$ cat src/rtl/soft_acs.sv
module soft_acs #(
  parameter int MW   = 10,
  parameter int INIT = 256
) (
  input  logic          clk,
  input  logic          rst_n,
  input  logic          in_valid,
  input  logic [2:0]    soft_a,
  input  logic [2:0]    soft_b,
  output logic          out_valid,
  output logic [4*MW-1:0] metric_out,
  output logic [3:0]    dec_out
);
  localparam int NS = 4;
  localparam int BW = 7;
  localparam int SW = MW + 1;
  localparam logic [2:0] HI = 3'd7;

  function automatic logic [BW-1:0] sq3(input logic [2:0] v);
    logic [5:0] e;
    e = {3'b000, v};
    return BW'(e * e);
  endfunction

  logic [MW-1:0] pm  [NS];
  logic [BW-1:0] bm  [NS];
  logic [SW-1:0] win [NS];
  logic [NS-1:0] pick;
  logic [SW-1:0] low;

  for (genvar w = 0; w < NS; w++) begin : g_bm
    localparam int C1 = (w >> 1) & 1;
    localparam int C2 = w & 1;
    assign bm[w] = sq3(C1 != 0 ? HI - soft_a : soft_a) + sq3(C2 != 0 ? HI - soft_b : soft_b);
  end

  for (genvar n = 0; n < NS; n++) begin : g_acs
    localparam int B1 = (n >> 1) & 1;
    localparam int B0 = n & 1;
    localparam int W0 = 2 * (B1 ^ B0) + B1;
    localparam int W1 = 3 - W0;
    localparam int P0 = 2 * B0;
    localparam int P1 = 2 * B0 + 1;
    logic [SW-1:0] sum0, sum1;
    assign sum0    = SW'(pm[P0]) + SW'(bm[W0]);
    assign sum1    = SW'(pm[P1]) + SW'(bm[W1]);
    assign pick[n] = sum1 < sum0;
    assign win[n]  = pick[n] ? sum1 : sum0;
    assign metric_out[n*MW +: MW] = pm[n];
  end

  always_comb begin
    low = win[0];
    for (int i = 1; i < NS; i++)
      if (win[i] < low) low = win[i];
  end

  always_ff @(posedge clk or negedge rst_n) begin
    if (!rst_n) begin
      for (int i = 0; i < NS; i++) pm[i] <= (i == 0) ? '0 : MW'(INIT);
      dec_out   <= '0;
      out_valid <= 1'b0;
    end else begin
      out_valid <= in_valid;
      if (in_valid) begin
        for (int i = 0; i < NS; i++) pm[i] <= MW'(win[i] - low);
        dec_out <= pick;
      end
    end
  end

  AST_VALID_RISE: assert property (@(posedge clk) disable iff (!rst_n)
    in_valid |=> out_valid);
  AST_VALID_IDLE: assert property (@(posedge clk) disable iff (!rst_n)
    !in_valid |=> !out_valid);
  AST_HOLD_METRICS: assert property (@(posedge clk) disable iff (!rst_n)
    !in_valid |=> ($stable(metric_out) && $stable(dec_out)));
  AST_MIN_ZERO: assert property (@(posedge clk) disable iff (!rst_n)
    out_valid |-> (pm[0] == '0 || pm[1] == '0 || pm[2] == '0 || pm[3] == '0));
  AST_NO_OVERFLOW: assert property (@(posedge clk) disable iff (!rst_n)
    out_valid |-> (pm[0][MW-1] == 1'b0 && pm[1][MW-1] == 1'b0 &&
                   pm[2][MW-1] == 1'b0 && pm[3][MW-1] == 1'b0));
endmodule

$ cat config.mk
export PLATFORM = sky130hd
export DESIGN_NAME = soft_acs
export DESIGN_NICKNAME = d
export VERILOG_FILES = /design/src/rtl/soft_acs.sv
export SDC_FILE = /design/constraint.sdc
export NUM_CORES = 1
export LEC_CHECK = 0
export ABC_AREA = 1
export ABC_CLOCK_PERIOD_IN_PS = 12340
export CAP_MARGIN = 10
export CORE_MARGIN = 4
export CORE_UTILIZATION = 35
export CTS_BUF_LIST = sky130_fd_sc_hd__clkbuf_4 sky130_fd_sc_hd__clkbuf_8 sky130_fd_sc_hd__clkbuf_16
export DETAILED_ROUTE_END_ITERATION = 16
export PLACE_DENSITY = 0.51
export SLEW_MARGIN = 20
export SYNTH_ARGS = -nofsm -noshare
export SYNTH_HDL_FRONTEND = slang
export SYNTH_SLANG_ARGS = --single-unit
export TNS_END_PERCENT = 10
$ cat constraint.sdc
create_clock -name clk -period 12.34 [get_ports clk]
set_input_delay 2.468 -clock clk [delete_from_list [all_inputs] [get_ports clk]]
set_output_delay 2.468 -clock clk [all_outputs]
set_load 0.005 [all_outputs]
Word-level counts from Yosys, hierarchy flattened
Cells that the tools add are included.

Register bits after elaboration: 45. Input bits: 9. Word-level logic and storage cells: 42. Output and inout port bits: 45.

Add/sub/neg operators: 18. Order comparisons: 7. Muxes and demuxes: 7. $mul: 4.

Operator list (number): adder 10 x 7 -> 11 bit (8); < comparator 11 bit (7); two-way mux 11 bit (6); subtractor 10 bit (4); adder 6 x 6 -> 7 bit (4); multiplier 3 x 3 -> 6 bit (4); two-way mux 10 bit (1); subtractor 3 bit, first input constant (2).

Depth between registers and ports, before layout
Gate-level depths: netlist (run 1).

Depth in word-level cells: 13. Mapped depth: 79. Mapped depth without buffers: 74.

Least setup slack after synthesis (run 1)
OpenSTA, ideal clock, no wires.

Path kind: input port to flip-flop. From: in soft_b[2]. To: reg pm, in the netlist metric_out[36]. Data required time: 12222 ps. Setup slack: 727 ps. Cell stages on the path: 72. Arrival time: 11495 ps. Path buffers: 7. Cell sequence: nor2_1 -> ha_1 -> clkbuf_1 -> xor2_1 -> ha_1 -> a21o_1 -> xor2_1 -> ha_1 -> nand2_1 -> nor2_1 -> nor2_1 -> o21ai_0 -> xor2_1 -> inv_1 -> ha_1 -> nand2_1 -> a21oi_1 -> nor2_1 -> [... 36 more ...] -> ha_1 -> nand2_1 -> nor2_1 -> a211oi_2 -> nand3_4 -> buf_6 -> clkbuf_1 -> o21ai_0 -> ha_1 -> inv_1 -> ha_1 -> or2_1 -> nand2_1 -> nand2_1 -> nand2_1 -> nand3_1 -> nand3_1 -> nand2_1.

Longest elaborated chain between the ends: 13. Elaborated cells between the ends (all ways): 30.

Ends and longest elaborated chain: from (decl) (line 9) `input logic [2:0] soft_b,`; subtractor 3 bit (line 34) `assign bm[w] = sq3(C1 != 0 ? HI - soft_a : soft_a) + sq3(C2 != 0 ? HI - soft_b : soft_b);`; multiplier 3 x 3 -> 6 bit (line 22) `return BW'(e * e);`; adder 6 x 6 -> 7 bit (line 34); adder 10 x 7 -> 11 bit (line 46) `assign sum1 = SW'(pm[P1]) + SW'(bm[W1]);`; < comparator 11 bit (line 47) `assign pick[n] = sum1 < sum0;`; two-way mux 11 bit (line 48) `assign win[n] = pick[n] ? sum1 : sum0;`; < comparator 11 bit (line 55) `if (win[i] < low) low = win[i];`; two-way mux 11 bit (line 55); < comparator 11 bit (line 55); two-way mux 11 bit (line 55); < comparator 11 bit (line 55); two-way mux 10 bit (line 55); subtractor 10 bit * (line 66) `for (int i = 0; i < NS; i++) pm[i] <= MW'(win[i] - low);`; to (decl) (line 25) `logic [MW-1:0] pm [NS];`.

Every way passes the cells marked *; elsewhere a longest branch is shown, timed or not. A chain may end at the register's enable or synchronous reset.

Worst setup path after layout (run 1)
From: in soft_a[2]. To: reg pm, in the netlist metric_out[27].

Longest elaborated chain between the ends: 13. Elaborated cells between the ends (all ways): 30.

Ends and longest elaborated chain: from (decl) (line 8) `input logic [2:0] soft_a,`; subtractor 3 bit (line 34); multiplier 3 x 3 -> 6 bit (line 22); adder 6 x 6 -> 7 bit (line 34); adder 10 x 7 -> 11 bit (on tied branches) (line 45, 46); < comparator 11 bit (line 47); two-way mux 11 bit (line 48); < comparator 11 bit (line 55); two-way mux 11 bit (line 55); < comparator 11 bit (line 55); two-way mux 11 bit (line 55); < comparator 11 bit (line 55); two-way mux 10 bit (line 55); subtractor 10 bit * (line 66).

Marks and branches as above.

==> flow_summary.yaml, run 1 <==
synthesis:
  synth_fp_nets: 1672
  synth_seq_cells: 45
  synth.most_common_cell: "nand2_1"
  synth-seq-area-share: 0.118
  netlist_area_mm2: 0.00954
  netlist_instances: 1487
  synthDistinctLibCells: 45
  synth_edf_count: 0
  synth_top_area_frac: 0.218
  yosys_warnings: 0
  async_flop_share: 1.00
  netlist.top_cell.by_area: "ha_1"
  ys_top_cells_by_area: "ha_1, nand2_1, dfrtp_1"
  syn_avg_cell_area_um2: 6.42
  netlist_top_cells_count: "nand2_1, inv_1, ha_1"
  synth-main-ff-cell: "dfrtp_1"
die:
  core_mm2: 0.0269
  die_x_um: 173
  pin_count: 54
  die_h_um: 173
  die_area_mm2: 0.0300
  rows: 60
  initial_core_util: 0.355
final_layout:
  final_net_count: 1809
  area_growth_pct: 22.5
  antenna_cells: 0
  utilization: 0.435
  finalNonFillerCells: 1966
  drive_above_1_share: 0.140
  fillerInstances: 2810
timing:
  max_freq_ghz: 0.0857
  skew_ns: 0.0101
  holdWs_ns: 0.489
  fin_crit_sh: 0.945
  tightest_slew_ns: 1.13
  period_needed_ns: 11.66
  slew_viol_final: 0
  relSlewSlack: 0.238
  tns_ns: 0
  setup_viol: 0
  hold_viol: 0
setup_path:
  cpMostUsedCell: "nand2_1"
  crit_path_start_kind: "input port"
  crit_fanout: 16
  slowest_delay_ns: 0.48
  cpMaxStageDelayCell: "fa_1"
  arrival_ns: 11.88
  worstSetupPathType: "in -> reg"
  worst-path-buf-inv: 11
  cp_top_family: "simple AND/OR/NAND/NOR gates"
  end_kind: "flop"
  crit_required_ns: 12.56
placed_design:
  portBuffers: 53
  dp_hpwl_um: 28900
  gp_congestion: 0.982
  placed_cells: 1940
detailed_routing:
  dr.pass1.iters: 5
  ant_nets: 0
  drtIter0Drc: 727
  vias_per_cell: 5.12
  drcViolationCount: 0
  drt-total-wl_um: 34500
  via_count: 10100
  wire_per_inst_um: 17.5
clock_tree:
  cts_tree: "built"
  cts.clk_slew.worst_paths_ns: 0.07
  root_buffer: "clkbuf_16"
  clk_latency_ns: 0.31
  clock_sinks: 45
  clockBufferDepth: 2
  numCtsBuffers: 5
  postCtsHoldBufs: 0
  htreeDepth: 2
global_route:
  grt_max_degree: 46
  antenna_found_initial: 0
  grt_pass1_wl_um: 53100
  overflow: 0
  grt_use_total: 0.223
  grt_pass1_vias: 9559
min_path:
  hp-class: "reg -> reg"
run_status:
  outcome: "complete, no violations"
run:
  maxCapViolCount: 0
-- layout make-up --
type	instances	area, um2	area share
Multi-Input combinational cell	1225	7910	0.677
Timing Repair Buffer	151	1280	0.110
Sequential cell	45	1130	0.0967
Inverter	195	741	0.0634
Tap cell	341	427	0.0365
Clock buffer	5	125	0.0107
Clock inverter	3	65.1	0.00557
Timing Repair inverter	1	7.51	0.000642
-- worst min-delay path, stage by stage (launching register included) --
cell	delay [ns]
dfrtp_1	0.35
nand2_1	0.05
o21ai_0	0.06
-- final timing paths --
check	from	endpoint	slack, ns	cells after the start
setup / recovery	soft_a[2]	metric_out[27]	0.68	61
hold / removal	dec_out[3]	dec_out[3]	0.49	2
max in group asynchronous	rst_n	metric_out[31]	9.60	2
min in group asynchronous	rst_n	metric_out[19]	2.29	2
setup reg to reg	metric_out[0]	metric_out[27]	3.74	60
hold reg to reg	dec_out[3]	dec_out[3]	0.49	2
-- state kept, by name, indices dropped and copies added, names as in the netlist --
name / cells
metric_out: 40
dec_out: 4
out_valid: 1
-- what timing repair did --
item                                    CTS  global route
resized for setup                         8            86
cloned                                    0             1
pin swaps                                 0            23
endpoints found under the setup margin   21            40
setup buffers                             0            17
-- logic make-up after synthesis --
family                     after synthesis  synth area share
xor gates and xnor gates                86            0.0789
and+or+nand+nor                        741             0.344
adders and majority gates              176             0.239
buffers and inverters                  217            0.0893
DFF                                     45             0.118
AOI/OAI and AO/OA                      222             0.130
-- metal layers --
layer | share of wire | track usage
met1 | 0.48 | 0.316
met2 | 0.44 | 0.354
met3 | 0.052 | 0.0291
met4 | 0.029 | 0.0692
met5 | 0 | 0
-- metrics by stage --
stage                     cell area, um2  worst slack (ns)
after CTS                          11200            0.0125
after global placement             11000            -0.403
after floorplan                     9540             0.727
final                              11700             0.675
after detailed placement           11000            -0.440
after global routing               11700           -0.0905
-- cells in the final DEF, fill, tap and decap left out, drive strengths merged, types with 5 or more instances in the layout --
cell type      instances
o21ai                 98
a21oi                 80
xor2                  70
nand3                156
ha                   166
or2                    9
inv                  193
nand4                 19
clkdlybuf4s50         47
a21o                   6
nand2                452
dfrtp                 42
clkbuf                 5
buf                   99
nor2                  87
dlymetal6s2s           5
fa                    10
o21bai                15
nand3b                 8
a31oi                  7
nor3                  10
xnor2                 16
Power of run 1 is left out: the tool's default activity adds up to more than one toggle a clock period on the data nets, which glitch-free logic cannot reach.
==> inputs of run 2 (changes only) <==
- CTS_CLUSTER_DIAMETER: unset -> 50
==> results of run 2 <==
The final DEF is identical to that of run 1; final timing and power are the same.
Power of run 2 is left out for the same reason.
==> inputs of run 3 (changes only) <==
- ABC_CLOCK_PERIOD_IN_PS: 12340 -> 11200
- clock period: 12.34 -> 11.2 ns (I/O delays scaled with it)
==> run 3 against run 2 <==
Register-to-register slack got worse by 0.78 ns. Hold slack improved by 0.0018 ns. Core utilization rose by 10 points. Setup slack got worse by 0.25 ns. Non-clock buffer count rose by 276. Routed wire length rose by 9.9%. Sequential cell count did not move. First-iteration DRC count rose by 0.96%.
==> flow_summary.yaml, run 3 (synthesis gave the netlist of run 1 again) <==
die:
  die_h_um: 173
  die_area_mm2: 0.0300
  die_x_um: 173
  rows: 60
  initial_core_util: 0.355
  pin_count: 54
  core_mm2: 0.0269
timing:
  tns_ns: 0
  relSlewSlack: 0.261
  setup_viol: 0
  fin_ws_ns: 0.425
  skew_ns: 0.0119
  fin_crit_sh: 0.962
  holdWs_ns: 0.491
  hold_viol: 0
  slew_viol_final: 0
  tightest_slew_ns: 1.10
  max_freq_ghz: 0.0928
  period_needed_ns: 10.77
clock_tree:
  clock_sinks: 45
  postCtsHoldBufs: 0
  cts.clk_slew.worst_paths_ns: 0.08
  clockBufferDepth: 2
  clk_latency_ns: 0.31
  cts_tree: "built"
  numCtsBuffers: 5
  htreeDepth: 2
  root_buffer: "clkbuf_16"
placed_design:
  portBuffers: 53
  dp_hpwl_um: 30900
  pre_cts_slack_ns: -0.965
  placed_cells: 2206
  gp_congestion: 0.943
final_layout:
  fillerInstances: 2686
  layout_common_cells: "nand2_1, buf_4, inv_1"
  multi_input_area_mm2: 0.00861
  largest_reg_flops: 40
  area_growth_pct: 51.2
  layout_commonest_cell: "nand2_1"
  final_net_count: 2088
  regArea_mm2: 0.00113
  antenna_cells: 0
  finalNonFillerCells: 2245
  drive_above_1_share: 0.321
run_status:
  outcome: "complete, no violations"
setup_path:
  slowest_delay_ns: 0.31
  worstSetupPathType: "in -> reg"
  cpMostUsedCell: "nand2_2"
  crit_fanout: 10
  arrival_ns: 10.95
  end_kind: "flop"
  crit_required_ns: 11.38
  cpMaxStageDelayCell: "ha_1"
  crit_path_start_kind: "input port"
detailed_routing:
  vias_per_cell: 5.02
  wire_per_inst_um: 16.9
  drtIter0Drc: 734
  via_count: 11300
  ant_nets: 0
  dr.pass1.iters: 5
  drcViolationCount: 0
  drt-total-wl_um: 37900
global_route:
  overflow: 0
  grt_max_degree: 54
  grt_pass1_wl_um: 57200
  grt_use_total: 0.238
  antenna_found_initial: 0
  grt_pass1_vias: 10500
run:
  maxCapViolCount: 0
min_path:
  hp-class: "reg -> reg"
run 3: final timing paths:
check,start,end,slack (ns),depth (start not counted)
setup / recovery,soft_b[0],metric_out[34],0.43,67
hold / removal,dec_out[3],dec_out[3],0.49,2
setup reg to reg,metric_out[10],metric_out[34],2.96,58
hold reg to reg,dec_out[3],dec_out[3],0.49,2
max in group asynchronous,rst_n,metric_out[11],8.64,2
min in group asynchronous,rst_n,metric_out[36],2.06,2
run 3: critical path, delay by kind of cell:
family                     cells  cell delay, ns
adders and majority gates      9            2.11
buffers and inverters         15            1.59
and+or+nand+nor               29            2.89
AOI/OAI and AO/OA             10            1.22
xor gates and xnor gates       4            0.88
run 3: cell type report:
| cell class | count | area share |
|---|---|---|
| Clock buffer | 5 | 0.00867 |
| Tap cell | 341 | 0.0296 |
| Clock inverter | 3 | 0.00303 |
| Sequential cell | 45 | 0.0783 |
| Timing Repair Buffer | 427 | 0.232 |
| Inverter | 195 | 0.0519 |
| Multi-Input combinational cell | 1229 | 0.597 |
run 3: layer usage:
| layer | track usage | wire length [um] |
|---|---|---|
| met4 | 0.0525 | 765 |
| met1 | 0.337 | 18000 |
| met5 | 0 | 0 |
| met2 | 0.391 | 17400 |
| met3 | 0.0260 | 1720 |
run 3: repair_timing:
action / 4_1_cts / 5_1_grt
buffers inserted: 6 / 21
setup endpoints to repair: 36 / 40
pin swaps: 8 / 84
gates cloned: 0 / 4
gates resized for setup: 47 / 188
run 3: metrics by stage:
step | util | area (um2)
5_1_grt | 0.537 | 14400
4_1_cts | 0.497 | 13400
2_1_floorplan | - | 9550
3_5_place_dp | 0.483 | 13000
6_report | 0.537 | 14400
3_3_place_gp | 0.483 | 13000
Power of run 3 is left out for the same reason.
